$ cat config.mk
export PLATFORM = sky130hd
export DESIGN_NAME = dual_level_intc
export DESIGN_NICKNAME = d
export VERILOG_FILES = /design/src/rtl/dlic_pkg.sv /design/src/rtl/dlic_regs.sv /design/src/rtl/dlic_arb.sv /design/src/rtl/dual_level_intc.sv
export SDC_FILE = /design/constraint.sdc
export NUM_CORES = 1
export LEC_CHECK = 0
export BUFFER_PORTS_ARGS = -buffer_cell sky130_fd_sc_hd__clkbuf_2
export CAP_MARGIN = 20
export CORE_MARGIN = 2
export CORE_UTILIZATION = 40
export CTS_BUF_LIST = sky130_fd_sc_hd__clkbuf_8
export CTS_CLUSTER_DIAMETER = 150
export DETAILED_ROUTE_END_ITERATION = 16
export PLACE_DENSITY = 0.73
export SYNTH_ARGS = -nofsm -noshare
export SYNTH_HDL_FRONTEND = slang
export SYNTH_HIERARCHICAL = 1
export SYNTH_SLANG_ARGS = --single-unit
$ cat constraint.sdc
create_clock -name clk -period 6.9 [get_ports clk]
set_clock_uncertainty 0.05 [all_clocks]
set_input_delay 0.345 -clock clk [delete_from_list [all_inputs] [get_ports clk]]
set_output_delay 0.345 -clock clk [all_outputs]
set_load 0.02 [all_outputs]
$ cat src/rtl/dlic_pkg.sv
package dlic_pkg;

    localparam int NSRC  = 11;
    localparam int IDX_W = $clog2(NSRC);
    localparam int VEC_W = 16;
    localparam int DW    = 8;

    // Sources whose enable/level bits live in register group A (by polling index)
    localparam logic [NSRC-1:0] IN_GRP_A = 11'b101_0010_0101;

    // Writable bits per register
    localparam logic [DW-1:0] ENA_MASK = 8'h9F;
    localparam logic [DW-1:0] ENB_MASK = 8'h3F;
    localparam logic [DW-1:0] LVA_MASK = 8'h1F;
    localparam logic [DW-1:0] LVB_MASK = 8'h3F;

    typedef struct packed {
        logic [DW-1:0] en_a;
        logic [DW-1:0] en_b;
        logic [DW-1:0] lv_a;
        logic [DW-1:0] lv_b;
    } cfg_t;

    typedef struct packed {
        logic             req;
        logic [VEC_W-1:0] vec;
        logic             lvl;
        logic [1:0]       isv;
    } ctl_t;

    // Bit position of a source inside its register group
    function automatic int grp_pos(input int i);
        int c;
        c = 0;
        for (int k = 0; k < i; k++)
            if (IN_GRP_A[k] == IN_GRP_A[i]) c++;
        return c;
    endfunction

    // Entry address: 8-byte slots starting at 3, slot chosen per source
    function automatic logic [VEC_W-1:0] vec_of(input logic [IDX_W-1:0] p);
        int slot;
        case (p)
            4'd0:    slot = 0;
            4'd1:    slot = 5;
            4'd2:    slot = 1;
            4'd3:    slot = 6;
            4'd4:    slot = 7;
            4'd5:    slot = 2;
            4'd6:    slot = 8;
            4'd7:    slot = 10;
            4'd8:    slot = 3;
            4'd9:    slot = 9;
            default: slot = 4;
        endcase
        return VEC_W'(slot * 8 + 3);
    endfunction

endpackage

$ cat src/rtl/dlic_regs.sv
module dlic_regs
    import dlic_pkg::*;
#(
    parameter logic [7:0] ADDR_ENA = 8'hA8,
    parameter logic [7:0] ADDR_ENB = 8'hC8,
    parameter logic [7:0] ADDR_LVA = 8'hB8,
    parameter logic [7:0] ADDR_LVB = 8'hF8
) (
    input  logic            clk,
    input  logic            rst_n,
    input  logic [7:0]      addr,
    input  logic [DW-1:0]   wdata,
    input  logic            we,
    output logic [DW-1:0]   rdata,
    output logic            gen_o,
    output logic [NSRC-1:0] en_o,
    output logic [NSRC-1:0] hi_o
);

    cfg_t cfg_d, cfg_q;

    always_comb begin
        cfg_d = cfg_q;
        if (we) begin
            case (addr)
                ADDR_ENA: cfg_d.en_a = wdata & ENA_MASK;
                ADDR_ENB: cfg_d.en_b = wdata & ENB_MASK;
                ADDR_LVA: cfg_d.lv_a = wdata & LVA_MASK;
                ADDR_LVB: cfg_d.lv_b = wdata & LVB_MASK;
                default:  ;
            endcase
        end
    end

    always_ff @(posedge clk) begin
        if (!rst_n) cfg_q <= '0;
        else        cfg_q <= cfg_d;
    end

    always_comb begin
        case (addr)
            ADDR_ENA: rdata = cfg_q.en_a;
            ADDR_ENB: rdata = cfg_q.en_b;
            ADDR_LVA: rdata = cfg_q.lv_a;
            ADDR_LVB: rdata = cfg_q.lv_b;
            default:  rdata = '0;
        endcase
    end

    assign gen_o = cfg_q.en_a[7];

    for (genvar i = 0; i < NSRC; i++) begin : g_map
        localparam int P = grp_pos(i);
        if (IN_GRP_A[i]) begin : g_a
            assign en_o[i] = cfg_q.en_a[P];
            assign hi_o[i] = cfg_q.lv_a[P];
        end else begin : g_b
            assign en_o[i] = cfg_q.en_b[P];
            assign hi_o[i] = cfg_q.lv_b[P];
        end
    end

    // a write to group A never leaves its unimplemented bits set
    assert_unimpl_zero_R1: assert property (@(posedge clk) disable iff (!rst_n)
        (we && addr == ADDR_ENA) |=> (addr != ADDR_ENA || rdata[6:5] == 2'b00));

endmodule

$ cat src/rtl/dlic_arb.sv
module dlic_arb
    import dlic_pkg::*;
(
    input  logic [NSRC-1:0]  pend,
    input  logic [NSRC-1:0]  en,
    input  logic [NSRC-1:0]  hi,
    input  logic             gen,
    input  logic [1:0]       isv,
    output logic             found,
    output logic [IDX_W-1:0] idx,
    output logic             lvl
);

    logic [NSRC-1:0] live, hi_c, lo_c;

    assign live = pend & en & {NSRC{gen}};
    assign hi_c = live & hi  & {NSRC{!isv[1]}};
    assign lo_c = live & ~hi & {NSRC{isv == 2'b00}};

    always_comb begin
        found = 1'b0;
        idx   = '0;
        lvl   = 1'b0;
        for (int i = NSRC - 1; i >= 0; i--) begin
            if (lo_c[i]) begin
                found = 1'b1;
                idx   = IDX_W'(i);
                lvl   = 1'b0;
            end
        end
        for (int i = NSRC - 1; i >= 0; i--) begin
            if (hi_c[i]) begin
                found = 1'b1;
                idx   = IDX_W'(i);
                lvl   = 1'b1;
            end
        end
    end

endmodule

$ cat src/rtl/dual_level_intc.sv
module dual_level_intc
    import dlic_pkg::*;
#(
    parameter logic [7:0] ADDR_ENA = 8'hA8,
    parameter logic [7:0] ADDR_ENB = 8'hC8,
    parameter logic [7:0] ADDR_LVA = 8'hB8,
    parameter logic [7:0] ADDR_LVB = 8'hF8
) (
    input  logic             clk,
    input  logic             rst_n,
    input  logic [7:0]       reg_addr,
    input  logic [DW-1:0]    reg_wdata,
    input  logic             reg_we,
    output logic [DW-1:0]    reg_rdata,
    input  logic [NSRC-1:0]  irq_src,
    output logic             irq_req,
    output logic [VEC_W-1:0] irq_vec,
    output logic             irq_lvl,
    input  logic             irq_ack,
    input  logic             reti,
    output logic [1:0]       in_service
);

    logic             gen_w;
    logic [NSRC-1:0]  en_w, hi_w;
    logic             found_w, lvl_w;
    logic [IDX_W-1:0] idx_w;
    ctl_t             ctl_d, ctl_q;
    logic             take;

    dlic_regs #(
        .ADDR_ENA(ADDR_ENA), .ADDR_ENB(ADDR_ENB),
        .ADDR_LVA(ADDR_LVA), .ADDR_LVB(ADDR_LVB)
    ) u_regs (
        .clk   (clk),
        .rst_n (rst_n),
        .addr  (reg_addr),
        .wdata (reg_wdata),
        .we    (reg_we),
        .rdata (reg_rdata),
        .gen_o (gen_w),
        .en_o  (en_w),
        .hi_o  (hi_w)
    );

    dlic_arb u_arb (
        .pend  (irq_src),
        .en    (en_w),
        .hi    (hi_w),
        .gen   (gen_w),
        .isv   (ctl_q.isv),
        .found (found_w),
        .idx   (idx_w),
        .lvl   (lvl_w)
    );

    always_comb begin
        ctl_d = ctl_q;
        take  = irq_ack && ctl_q.req;
        // release first, then capture
        if (reti) begin
            if (ctl_q.isv[1]) ctl_d.isv[1] = 1'b0;
            else              ctl_d.isv[0] = 1'b0;
        end
        if (take) ctl_d.isv[ctl_q.lvl] = 1'b1;
        ctl_d.req = found_w && !take;
        ctl_d.vec = found_w ? vec_of(idx_w) : '0;
        ctl_d.lvl = found_w && lvl_w;
    end

    always_ff @(posedge clk) begin
        if (!rst_n) ctl_q <= '0;
        else        ctl_q <= ctl_d;
    end

    assign irq_req    = ctl_q.req;
    assign irq_vec    = ctl_q.vec;
    assign irq_lvl    = ctl_q.lvl;
    assign in_service = ctl_q.isv;

    assert_gen_gates_R3: assert property (@(posedge clk) disable iff (!rst_n)
        irq_req |-> $past(gen_w));

    assert_ack_drops_req_R8: assert property (@(posedge clk) disable iff (!rst_n)
        (irq_req && irq_ack) |=> !irq_req);

    assert_ack_marks_hi_R8: assert property (@(posedge clk) disable iff (!rst_n)
        (irq_req && irq_ack && irq_lvl) |=> in_service[1]);

    assert_hi_blocks_all_R9: assert property (@(posedge clk) disable iff (!rst_n)
        in_service[1] |-> !irq_req);

    assert_lo_only_hi_R9: assert property (@(posedge clk) disable iff (!rst_n)
        (in_service[0] && irq_req) |-> irq_lvl);

    assert_reti_clears_hi_R10: assert property (@(posedge clk) disable iff (!rst_n)
        (reti && in_service[1] && !(irq_ack && irq_req)) |=> !in_service[1]);

endmodule

==> results.json <==
{
  "fmax_mhz": 337,
  "grt_overflow": 0,
  "cts_sinks": 32,
  "status": "finished, final reports clean",
  "fin_crit_sh": 0.430,
  "dp_hpwl_um": 4500,
  "synth_seq_area_share": 0.284,
  "drt_iter0_drc": 175,
  "row_count": 27,
  "grt_pass1_vias": 2020,
  "leakage_nw": 1.09,
  "rsz0062_at_grt": "false",
  "cts_tree": "built",
  "fin_setup_tns_ns": 0,
  "post_cts_resized": 0,
  "synth-async-reset-ratio": 0,
  "area_growth_syn_to_layout_pct": 13.5,
  "cts_buffers": 5,
  "finish.utilization": 0.468,
  "slowest_delay_ns": 0.53,
  "grt_use_total": 0.195,
  "io_pins": 60,
  "slew_violations": 0,
  "routed_wl_um": 5870,
  "die_w_um": 79.1,
  "arrival_ns": 3.07,
  "clkLatencyLatePin_ns": 0.29,
  "yosys_most_used_dff": "dfxtp_1",
  "cts_setup_buffers": 0,
  "synthCells": 272,
  "ir_drop_uv": 125,
  "final_nets": 345,
  "ys_ff_latch": 32,
  "synthesis.area_um2": 2260,
  "crit_family": "compound AO/OA/AOI/OAI gates",
  "cap_violations": 0,
  "h-tree-depth": 2,
  "antenna_found_initial": 0,
  "diodes": 0,
  "cts_buffer_depth": 2,
  "grt_pass1_wl_um": 9520,
  "io_buffers": 47,
  "crit_required_ns": 7.00,
  "start_kind": "flop",
  "crit_type": "reg2reg",
  "dr.pass1.iters": 4,
  "die_h_um": 79.1,
  "crit_fanout": 11,
  "cpMaxStageDelayCell": "dfxtp_1",
  "core_um2": 5470,
  "worstSetupEndpointType": "flop",
  "powerDensity_nw_per_um2": 154,
  "relSlewSlack": 0.555,
  "cp_num_buf_inv": 1,
  "worstMarginPinSlew_ns": 0.667,
  "drive_gt1_frac": 0.244,
  "hold_path_class": "in2reg",
  "hold_viol": 0,
  "post-route-cell-area_um2": 2560,
  "clk_pin_slew_ns": 0.07,
  "path_cells": "nand3_1 -> or3_2 -> a211oi_1 -> o21ai_0 -> o21ai_1 -> inv_1 -> ha_1 -> nor2b_2 -> a211oi_1 -> a211oi_1",
  "ant_nets": 0,
  "critPathMostFrequentCell": "a211oi_1",
  "synth_edf_count": 0,
  "vias": 2154,
  "initial_utilization": 0.412,
  "globalplace.congestion": 0.886,
  "route.detailed.drc": 0,
  "ys_types": 62,
  "ctsHoldBuffers": 0,
  "dpl-instance-area_um2": 2450,
  "cts-root-buf": "clkbuf_8",
  "setup_viol": 0,
  "viasPerCell": 5.61,
  "dieArea_um2": 6260,
  "post_drt_wl_per_cell_um": 15.3,
  "avgSynthCellArea_um2": 8.29,
  "fill_cells": 560,
  "min_period_ns": 2.97,
  "yosysWarnings": 6,
  "grt_max_degree": 35
}
-- where the power goes --
group          internal (mW)  leakage (nW)  switching (mW)  total, mW
sequential             0.185         0.258        0.000215      0.185
combinational        0.00987         0.774          0.0212     0.0311
clock                  0.106        0.0593          0.0718      0.177
-- sequential cells by signal, indices dropped and copies added, names as in the netlist --
| signal | flops |
|---|---|
| irq_lvl | 1 |
| u_regs/hi_o | 11 |
| u_regs/en_o | 11 |
| u_regs/gen_o | 1 |
| irq_req | 1 |
| irq_vec | 5 |
| in_service | 2 |
-- worst register-to-register path: stages (launching register included) --
cell      delay, ns
dfxtp_1        0.53
nand3_1        0.22
or3_2          0.47
a211oi_1       0.32
o21ai_0        0.14
o21ai_1        0.21
inv_1          0.14
ha_1           0.28
nor2b_2        0.14
a211oi_1       0.25
a211oi_1       0.08
-- per-layer routing --
metal / routed length [um] / part of all wire / track usage
met1: 2550 / 0.43 / 0.236
met3: 348 / 0.059 / 0.0489
met4: 84 / 0.014 / 0.0776
met2: 2890 / 0.49 / 0.332
met5: 0 / 0 / 0
-- area by class of cell --
cell class / count / area (um2) / share of cell area
Clock buffer: 5 / 68.8 / 0.0269
Clock inverter: 3 / 38.8 / 0.0152
Inverter: 5 / 18.8 / 0.00733
Multi-Input combinational cell: 218 / 1450 / 0.567
Sequential cell: 32 / 641 / 0.250
Tap cell: 72 / 90.1 / 0.0352
Timing Repair Buffer: 49 / 250 / 0.0978
-- stage by stage --
stage / instances / power, mW / setup slack [ns] / hold WS, ns
6_report: 384 / 0.394 / 3.93 / 0.218
5_1_grt: 384 / 0.409 / 3.67 / 0.219
4_1_cts: 384 / 0.397 / 3.97 / 0.213
3_5_place_dp: 376 / 0.220 / 3.98 / 0.425
3_3_place_gp: 376 / 0.220 / 4.06 / 0.410
2_1_floorplan: 281 / 0.211 / 4.28 / 0.391
-- layout by cell type (no fill, tap or decap), drive strengths merged, types with 3 or more instances in the layout --
master,n
inv,6
nand3,22
nand4,14
nand2b,3
o21ai,10
nor2,9
and3,6
dfxtp,32
and3b,3
or4,4
nand2,41
nand3b,5
mux2i,25
mux2,5
nor3b,4
a21oi,5
nor2b,6
nor4,5
conb,11
a211oi,4
clkbuf,52
-- final timing paths --
| check | to | slack (ns) | cells after the start | from |
|---|---|---|---|---|
| max | irq_vec[3] | 3.93 | 10 | u_regs/gen_o |
| min | irq_req | 0.22 | 2 | irq_ack |
| max reg2reg | irq_vec[3] | 3.93 | 10 | u_regs/gen_o |
| min reg2reg | irq_req | 0.44 | 1 | irq_req |
-- cells in the mapped netlist (4+ instances only) --
master / n / share of area
nand3_1: 21 / 0.047
a211oi_1: 4 / 0.013
nor2b_1: 5 / 0.014
nand4_1: 13 / 0.036
nand3b_1: 5 / 0.017
a21oi_1: 5 / 0.011
mux2_2: 5 / 0.025
inv_1: 5 / 0.0083
clkbuf_1: 5 / 0.0083
mux2i_1: 25 / 0.11
dfxtp_1: 32 / 0.28
nor4_1: 4 / 0.011
and3_1: 5 / 0.014
nor2_1: 9 / 0.015
o21ai_0: 8 / 0.018
nand2_1: 41 / 0.068
buf_4: 14 / 0.047
-- logic make-up (layout without fill, tap and decap cells) --
logic type / after synthesis / in the layout / share of synthesized area
and+or+nand+nor: 138 / 138 / 0.367
AOI/OAI and AO/OA: 37 / 37 / 0.112
DFF: 32 / 32 / 0.284
buffers and inverters: 31 / 62 / 0.0871
muxes: 30 / 30 / 0.136
adders and majority gates: 2 / 2 / 0.0111
other: 2 / 11 / 0.00333
Note: power is estimated with default switching activity, not from simulation.
